<file path="config.mk">
export PLATFORM = sky130hd
export DESIGN_NAME = bus_arbiter3
export DESIGN_NICKNAME = d
export VERILOG_FILES = /design/src/rtl/arb_pkg.sv /design/src/rtl/arb_hold_sync.sv /design/src/rtl/arb_access_track.sv /design/src/rtl/bus_arbiter3.sv
export SDC_FILE = /design/constraint.sdc
export NUM_CORES = 1
export LEC_CHECK = 0
export BUFFER_PORTS_ARGS = -buffer_cell sky130_fd_sc_hd__buf_2
export CORE_AREA = 4 4 41 43
export CTS_CLUSTER_DIAMETER = 200
export DETAILED_ROUTE_END_ITERATION = 8
export DIE_AREA = 0 0 45 47
export GPL_TIMING_DRIVEN = 0
export HOLD_SLACK_MARGIN = 0.12
export SYNTH_ARGS = -nofsm -noshare
export SYNTH_HDL_FRONTEND = slang
export SYNTH_SLANG_ARGS = --single-unit
</file>
<file path="constraint.sdc">
create_clock -name clk -period 1.2 [get_ports clk]
set_input_delay 0.24 -clock clk [delete_from_list [all_inputs] [get_ports clk]]
set_output_delay 0.24 -clock clk [all_outputs]
set_load 0.05 [all_outputs]
</file>
<file path="src/rtl/arb_pkg.sv">
package arb_pkg;
    typedef enum logic [1:0] {
        ST_IDLE = 2'd0,
        ST_CPU  = 2'd1,
        ST_DMA  = 2'd2,
        ST_HOLD = 2'd3
    } arb_state_t;
endpackage

</file>
<file path="src/rtl/arb_hold_sync.sv">
module arb_hold_sync #(
    parameter int STAGES = 2
) (
    input  logic clk,
    input  logic rst_n,
    input  logic hold_req_n,
    output logic hold_s
);
    logic [STAGES-1:0] chain_q;

    always_ff @(posedge clk or negedge rst_n) begin
        if (!rst_n) begin
            chain_q <= '0;
        end else begin
            chain_q[0] <= ~hold_req_n;
            for (int i = 1; i < STAGES; i++) begin
                chain_q[i] <= chain_q[i-1];
            end
        end
    end

    assign hold_s = chain_q[STAGES-1];
endmodule

</file>
<file path="src/rtl/arb_access_track.sv">
module arb_access_track (
    input  logic clk,
    input  logic rst_n,
    input  logic acc_start,
    input  logic acc_done,
    input  logic cpu_gnt,
    input  logic cpu_odd_word,
    output logic busy_q,
    output logic bus_free,
    output logic lock_q,
    output logic lock_next
);
    logic phase_q, phase_d, busy_d, first_half;

    assign first_half = acc_start && cpu_gnt && cpu_odd_word && !lock_q;
    assign bus_free   = (!busy_q && !acc_start) || (busy_q && acc_done);

    always_comb begin
        busy_d    = busy_q;
        lock_next = lock_q;
        phase_d   = phase_q;
        if (acc_start)     busy_d = 1'b1;
        else if (acc_done) busy_d = 1'b0;
        if (first_half) lock_next = 1'b1;
        if (acc_done && lock_q) begin
            if (!phase_q) begin
                phase_d = 1'b1;
            end else begin
                phase_d   = 1'b0;
                lock_next = 1'b0;
            end
        end
    end

    always_ff @(posedge clk or negedge rst_n) begin
        if (!rst_n) begin
            busy_q  <= 1'b0;
            lock_q  <= 1'b0;
            phase_q <= 1'b0;
        end else begin
            busy_q  <= busy_d;
            lock_q  <= lock_next;
            phase_q <= phase_d;
        end
    end

    assert_lock_release_R9: assert property (@(posedge clk) disable iff (!rst_n)
        (lock_q && phase_q && acc_done) |=> !lock_q);
endmodule

</file>
<file path="src/rtl/bus_arbiter3.sv">
module bus_arbiter3 #(
    parameter int SYNC_STAGES = 2
) (
    input  logic clk,
    input  logic rst_n,
    input  logic hold_req_n,
    input  logic dma_req,
    input  logic cpu_req,
    input  logic cpu_odd_word,
    input  logic acc_start,
    input  logic acc_done,
    output logic hold_ack_n,
    output logic dma_gnt,
    output logic cpu_gnt,
    output logic addr_oe,
    output logic data_oe,
    output logic strb_oe,
    output logic port_hold
);
    import arb_pkg::*;

    arb_state_t state_q, state_d;
    logic hold_s, busy_q, bus_free, lock_q, lock_next;

    arb_hold_sync #(.STAGES(SYNC_STAGES)) u_sync (
        .clk        (clk),
        .rst_n      (rst_n),
        .hold_req_n (hold_req_n),
        .hold_s     (hold_s)
    );

    arb_access_track u_track (
        .clk          (clk),
        .rst_n        (rst_n),
        .acc_start    (acc_start),
        .acc_done     (acc_done),
        .cpu_gnt      (cpu_gnt),
        .cpu_odd_word (cpu_odd_word),
        .busy_q       (busy_q),
        .bus_free     (bus_free),
        .lock_q       (lock_q),
        .lock_next    (lock_next)
    );

    function automatic arb_state_t pick_owner(input logic h, input logic d,
                                              input logic c, input logic lk);
        if (h)            return ST_HOLD;
        else if (d && !lk) return ST_DMA;
        else if (c || lk) return ST_CPU;
        else              return ST_IDLE;
    endfunction

    always_comb begin
        state_d = state_q;
        unique case (state_q)
            ST_IDLE, ST_CPU, ST_DMA: begin
                if (bus_free) state_d = pick_owner(hold_s, dma_req, cpu_req, lock_next);
            end
            ST_HOLD: begin
                if (!hold_s) state_d = pick_owner(1'b0, dma_req, cpu_req, lock_next);
            end
            default: state_d = ST_IDLE;
        endcase
    end

    always_ff @(posedge clk or negedge rst_n) begin
        if (!rst_n) state_q <= ST_IDLE;
        else        state_q <= state_d;
    end

    always_comb begin
        hold_ack_n = 1'b1;
        dma_gnt    = 1'b0;
        cpu_gnt    = 1'b0;
        addr_oe    = 1'b1;
        data_oe    = 1'b1;
        strb_oe    = 1'b1;
        port_hold  = 1'b0;
        unique case (state_q)
            ST_IDLE: ;
            ST_CPU:  cpu_gnt = 1'b1;
            ST_DMA:  dma_gnt = 1'b1;
            ST_HOLD: begin
                hold_ack_n = 1'b0;
                addr_oe    = 1'b0;
                data_oe    = 1'b0;
                strb_oe    = 1'b0;
                port_hold  = 1'b1;
            end
            default: ;
        endcase
    end

    assert_single_owner_R2: assert property (@(posedge clk) disable iff (!rst_n)
        $onehot0({cpu_gnt, dma_gnt, ~hold_ack_n}));
    assert_grant_frozen_R8: assert property (@(posedge clk) disable iff (!rst_n)
        (busy_q && !acc_done) |=> $stable(state_q));
    assert_hold_persist_R4: assert property (@(posedge clk) disable iff (!rst_n)
        (state_q == ST_HOLD && hold_s) |=> (state_q == ST_HOLD));
    assert_hold_exit_R6: assert property (@(posedge clk) disable iff (!rst_n)
        (state_q == ST_HOLD && !hold_s) |=> (state_q != ST_HOLD));
    assert_dma_masked_R9: assert property (@(posedge clk) disable iff (!rst_n)
        lock_q |-> !dma_gnt);
endmodule

</file>
==> results.json, run 1 <==
{
  "outcome": "finished, violations left",
  "violations": "setup timing",
  "leakagePower_nw": 0.267,
  "die_h_um": 47,
  "ys_types": 17,
  "cp.arrival_ns": 1.06,
  "grt_pass1_wl_um": 1070,
  "netlist.area_leader.share": 0.522,
  "clock_sinks": 7,
  "layout.nets": 60,
  "rr_startpoint": "state_q[0]",
  "regToRegSetupSlack_ns": -0.01,
  "yosysTopAreaCell": "dfrtp_1",
  "crit_chain": "and2b_1, buf_6",
  "cts.path.max_buffers": 2,
  "drt-total-wl_um": 692,
  "min_path_cells": 2,
  "finalCritPeriodShare": 1.08,
  "timing.critical_path.buf_inv": 1,
  "worstPathRequired_ns": 0.96,
  "worstSetupStartpointType": "flip-flop",
  "cts-root-buf": "clkbuf_4",
  "die_area_um2": 2120,
  "dr.pass1.iters": 2,
  "yosys-top-cells-area": "dfrtp_1, buf_4, inv_1",
  "synth_warnings": 0,
  "routedWlPerCell_um": 10.5,
  "hold_path.class": "in2reg",
  "grt_max_degree": 8,
  "hold_start": "acc_start",
  "worstSetupEndpointType": "output port",
  "drt_iter0_drc": 1,
  "cp_max_fo": 5,
  "layout-drive-gt1-share": 0.588,
  "max_freq_mhz": 771,
  "worstSetupPathType": "reg2out",
  "start_util": 0.258,
  "viasPerCell": 4.18,
  "portBuffers": 14,
  "core_area_um2": 1300,
  "worst_slack_ns": -0.0968,
  "worstRegToRegCells": 4,
  "syn_area_um2": 335,
  "maxSlewViolCount": 0,
  "ys_ff_latch": 7,
  "maxCapViolCount": 0,
  "vias": 276,
  "diodes": 0,
  "syn-num-nets": 38,
  "ios": 15,
  "gr-total-overflow": 0,
  "drc": 0,
  "antenna_found_initial": 0,
  "fin_skew_ns": 0.00573,
  "min_period_ns": 1.30,
  "crit_path_max_incr_delay_ns": 0.44,
  "synth-seq-area-share": 0.522,
  "avgSynthCellArea_um2": 11.2,
  "clk_latency_ns": 0.25,
  "die_x_um": 45,
  "gp_congestion": 0.652,
  "p_per_area_nw_per_um2": 2940,
  "row_count": 13,
  "irDropWorstVdd_v": 0.00106,
  "hold_ws_ns": 0.205,
  "area_delta_synth_final_pct": 65.3,
  "grt_pass1_vias": 274,
  "finish.utilization": 0.426,
  "dp_slack_ns": -0.00650,
  "cts_inserted_buffers": 3,
  "slew_headroom": 0.795,
  "setup_viol": 8,
  "rr_endpoint": "state_q[1]",
  "tritoncts": "built",
  "dp_hpwl_um": 529,
  "syn_inst": 30,
  "worst_slew_pin_slew_ns": 0.301,
  "ant_nets": 0,
  "cpMaxStageDelayCell": "dfrtp_2",
  "nFillCells": 144,
  "crit_family": "flip-flops",
  "holdPathEnd": "u_track.busy_q",
  "rsz0062_at_grt": "yes",
  "htreeDepth": 1,
  "hold_viol": 0,
  "track_usage": 0.0742,
  "path_clk_slew_ns": 0.05
}
how the worst max path moves through the flow:
| stage | start | end | slack, ns | cells past startpoint |
|---|---|---|---|---|
| 2_1_floorplan | state_q[0] | state_q[0] | -0.15 | 4 |
| 3_3_place_gp | state_q[0] | state_q[1] | -0.006 | 4 |
| 3_5_place_dp | state_q[0] | state_q[1] | -0.006 | 4 |
| 4_1_cts | state_q[0] | hold_ack_n | -0.12 | 3 |
| 5_1_grt | state_q[0] | port_hold | -0.16 | 3 |
| 6_report | state_q[1] | cpu_gnt | -0.1 | 2 |
layer usage:
metal,GRT usage,share of wire
met1,0.0609,0.35
met2,0.138,0.57
met3,0.0575,0.075
met4,0.0175,0
met5,0,0
cell usage in the layout, fill, tap and decap left out, drive strengths merged:
master / netlist / layout
dfrtp: 7 / 7
xnor2: 1 / 1
buf: 3 / 18
nor2b: 1 / 1
clkinvlp: 0 / 1
dlygate4sd3: 0 / 2
o21ai: 1 / 1
a21oi: 1 / 1
mux2i: 1 / 1
o21a: 2 / 2
clkbuf: 0 / 3
nand2: 2 / 2
and4b: 1 / 1
o22a: 1 / 1
a21o: 1 / 1
o221ai: 1 / 1
clkinv: 0 / 1
and2b: 1 / 1
nand3: 1 / 1
inv: 5 / 4
stage by stage:
step / instance area (um^2) / power, mW / TNS [ns] / cells
2_1_floorplan: 349 / 1.03 / -0.273 / 30
3_3_place_gp: 438 / 1.17 / -0.00624 / 59
3_5_place_dp: 438 / 1.18 / -0.00650 / 59
4_1_cts: 549 / 1.64 / -0.751 / 66
5_1_grt: 554 / 1.71 / -0.977 / 66
6_report: 554 / 1.63 / -0.568 / 66
synth_stat cells:
cell,number
a21o_1,1
a21oi_1,1
and2b_1,1
and4b_1,1
buf_4,3
dfrtp_1,7
inv_1,5
mux2i_1,1
nand2_1,2
nand3_1,1
nor2b_1,1
o21a_1,1
o21a_4,1
o21ai_0,1
o221ai_2,1
o22a_1,1
xnor2_1,1
power breakdown:
group          switching [mW]  internal (mW)
logic                   0.578          0.454
registers              0.0729          0.307
clock network          0.0945          0.122
repair_timing:
| action | in CTS | in global routing |
|---|---|---|
| setup endpoints to repair | 8 | 9 |
| hold buffers | 2 | 0 |
| buffers inserted | 1 | 0 |
| pin swaps | 1 | 2 |
| endpoints found under the hold margin | 8 | 0 |
| resized for setup | 18 | 3 |
area by class of cell:
| type | instances | area (um^2) | area share |
|---|---|---|---|
| Multi-Input combinational cell | 15 | 133 | 0.239 |
| Buffer | 3 | 22.5 | 0.0406 |
| Tap cell | 15 | 18.8 | 0.0339 |
| Clock buffer | 3 | 22.5 | 0.0406 |
| Inverter | 5 | 22.5 | 0.0406 |
| Timing Repair Buffer | 17 | 153 | 0.275 |
| Clock inverter | 1 | 5.00 | 0.00903 |
| Sequential cell | 7 | 178 | 0.321 |
flip-flops by register name, indices dropped and copies added, names as in the netlist:
register	count
u_track.busy_q	1
u_track.phase_q	1
state_q	2
u_sync.chain_q	2
u_track.lock_q	1
cell families after synthesis:
logic type,Yosys count,synth area share
xor gates and xnor gates,1,0.0261
and+or+nand+nor,6,0.108
muxes,1,0.0299
buffers and inverters,8,0.123
DFF,7,0.522
AOI/OAI and AO/OA,7,0.190
Note: power is estimated with default switching activity, not from simulation.
==> run 2: changes to the inputs <==
--- a/config.mk
+++ b/config.mk
@@ -5,6 +5,7 @@
 export SDC_FILE = /design/constraint.sdc
 export NUM_CORES = 1
 export LEC_CHECK = 0
+export ABC_AREA = 1
 export BUFFER_PORTS_ARGS = -buffer_cell sky130_fd_sc_hd__buf_2
 export CORE_AREA = 4 4 41 43
 export CTS_CLUSTER_DIAMETER = 200
==> run 2 against run 1 <==
- the run still ends with setup timing left
- sequential cell count stayed put
- core utilization up 1.3 points
- clock skew shrank 0.0050 ns
- final cell count increased by 24%
- first-iteration DRC count grew to 5.0 times the previous value
- synthesized cell count grew 53%
- clock power hardly changed
- fmax barely moved
- sequential share of layout area shrank 0.98 points
- worst hold slack better by 0.00065 ns
- non-clock buffer count unchanged
- critical path type unchanged
==> results.json, run 2 <==
{
  "holdPathEnd": "u_track.busy_q",
  "worstSetupEndpointType": "output port",
  "fin_skew_ns": 0.000715,
  "ys_types": 12,
  "avgSynthCellArea_um2": 7.62,
  "fin_area_um2": 572,
  "top_regs": "state_q x2, u_sync.chain_q x2",
  "switching_share": 0.468,
  "max_freq_mhz": 771,
  "clk_latency_ns": 0.25,
  "dp_hpwl_um": 490,
  "hold_start": "acc_start",
  "regArea_um2": 178,
  "layout-drive-gt1-share": 0.448,
  "finalCritPeriodShare": 1.08,
  "cts.path.max_buffers": 2,
  "portBuffers": 14,
  "finish.utilization": 0.439,
  "path_clk_slew_ns": 0.05,
  "worstSetupStartpointType": "flip-flop",
  "maxCapViolCount": 0,
  "nFillCells": 142,
  "min_period_ns": 1.30,
  "diodes": 0,
  "yosysMostFrequentCell": "nand2_1",
  "track_usage": 0.0788,
  "ant_nets": 0,
  "p_per_area_nw_per_um2": 2850,
  "maxSlewViolCount": 0,
  "min_path_cells": 3,
  "die_x_um": 45,
  "antenna_found_initial": 0,
  "core_area_um2": 1300,
  "htreeDepth": 1,
  "tritoncts": "built",
  "dpl-instance-area_um2": 445,
  "hold_path.class": "in2reg",
  "rsz0062_at_grt": "yes",
  "regToRegSetupSlack_ns": 0.17,
  "die_h_um": 47,
  "synth-seq-area-share": 0.500,
  "grt_pass1_vias": 281,
  "synth_top_flop_cell": "dfrtp_1",
  "busiest_layer": "met2",
  "ios": 15,
  "drt-total-wl_um": 645,
  "drt_iter0_drc": 5,
  "pwr-share-comb": 0.638,
  "violations": "setup timing",
  "synth_edf_count": 0,
  "layout.nets": 76,
  "final_cell_mix": "nand2_1, inv_1, buf_2",
  "synth_warnings": 0,
  "routedWlPerCell_um": 7.87,
  "grt_pass1_wl_um": 1120,
  "use_met1": 0.0791,
  "seqPwrFrac": 0.230,
  "outcome": "finished, violations left",
  "slew_headroom": 0.858,
  "gp_congestion": 0.684,
  "syn-num-nets": 54,
  "cts_inserted_buffers": 3,
  "area_delta_synth_final_pct": 63.2,
  "viasPerCell": 3.91,
  "clock_sinks": 7,
  "p_int_mw": 0.867,
  "hold_ws_ns": 0.206,
  "gr-total-overflow": 0,
  "setup_viol": 7,
  "grt_max_degree": 8,
  "yosys-top-cells-area": "dfrtp_1, nand2_1, inv_1",
  "rr_startpoint": "state_q[0]",
  "worstSetupPathType": "reg2out",
  "start_util": 0.269,
  "dr.pass1.iters": 4,
  "grtUsageMet3": 0.0268,
  "final_common_cell": "nand2_1",
  "worst_slew_pin_slew_ns": 0.211,
  "die_area_um2": 2120,
  "irDropWorstVdd_v": 0.000828,
  "syn_area_um2": 350,
  "leakagePower_nw": 0.315,
  "row_count": 13,
  "worstRegToRegCells": 8,
  "cp.arrival_ns": 1.06,
  "pwr-share-clk": 0.132,
  "multi_input_area_um2": 118,
  "ys_ff_latch": 7,
  "p_switching_mw": 0.762,
  "async_flop_share": 1.00,
  "met2_usage": 0.121,
  "vias": 321,
  "worstPathRequired_ns": 0.96,
  "p_total_mw": 1.63,
  "netlist.area_leader.share": 0.500,
  "rr_endpoint": "state_q[0]",
  "worst_slack_ns": -0.0962,
  "syn_inst": 46,
  "synth_top_cells_by_count": "nand2_1, inv_1, dfrtp_1",
  "drc": 0,
  "cp_max_fo": 6,
  "yosysTopAreaCell": "dfrtp_1",
  "cts-root-buf": "clkbuf_4",
  "hold_viol": 0
}
[run 2: cell count changes in the layout (fill, tap and decap cells not counted), sizes merged, moves of 2 or more]
cell   previous run  this run
nor2              0         6
o21a              2         0
nand2             2        13
inv               4        11
[run 2: area by class of cell]
type / instances / share of cell area
buffer: 3 / 0.0591
clock buffer: 4 / 0.0460
inverter: 12 / 0.0853
multi-input combinational: 24 / 0.206
sequential: 7 / 0.311
tap: 15 / 0.0328
timing repair buffer: 17 / 0.260
[run 2: logic make-up after synthesis]
kind of cell	synth area share
flops	0.500
compound gates	0.0428
buf+inv	0.193
xor+xnor	0.0250
simple gates	0.239
[run 2: power by group through the flow]
| stage | sequential (mW) | clock [mW] | combinational [mW] |
|---|---|---|---|
| after global routing | 0.386 | 0.242 | 1.10 |
| after CTS | 0.366 | 0.226 | 1.04 |
| final | 0.375 | 0.215 | 1.04 |
| after global placement | 0.359 | 0 | 0.776 |
| after floorplan | 0.353 | 0 | 0.646 |
| after detailed placement | 0.361 | 0 | 0.783 |
[run 2: timing repair]
action	in CTS	in global routing
setup endpoints to repair	7	7
hold endpoints to repair	8	0
hold buffers	2	0
pin swaps	2	1
buffers inserted	1	0
gates resized for setup	20	3
[run 2: worst max-delay path by stage]
stage | to | startpoint | cells past startpoint | slack (ns)
after global routing | port_hold | state_q[1] | 3 | -0.15
after detailed placement | data_oe | state_q[0] | 3 | 0.02
final | hold_ack_n | state_q[0] | 3 | -0.1
after floorplan | dma_gnt | state_q[1] | 2 | -0.12
after CTS | strb_oe | state_q[0] | 3 | -0.12
after global placement | hold_ack_n | state_q[0] | 3 | 0.02
[run 2: per-layer routing]
layer	part of all wire	wire, um	vias to the layer above
li1	-	-	169
met1	0.42	268	135
met2	0.47	304	17
met3	0.11	72	0
met4	0	0	0
met5	0	0	-
[run 2: worst max-delay path: stages, from the launching register on]
cell and delay, ns:
dfrtp_2 0.44, nand2_4 0.12, buf_6 0.11, buf_8 0.13
[run 2: per-stage QoR]
| stage | setup slack [ns] | std cells | setup TNS [ns] |
|---|---|---|---|
| 2_1_floorplan | -0.117 | 46 | -0.480 |
| 3_3_place_gp | 0.0247 | 75 | 0 |
| 3_5_place_dp | 0.0153 | 75 | 0 |
| 4_1_cts | -0.116 | 82 | -0.721 |
| 5_1_grt | -0.149 | 82 | -0.881 |
| 6_report | -0.0962 | 82 | -0.509 |
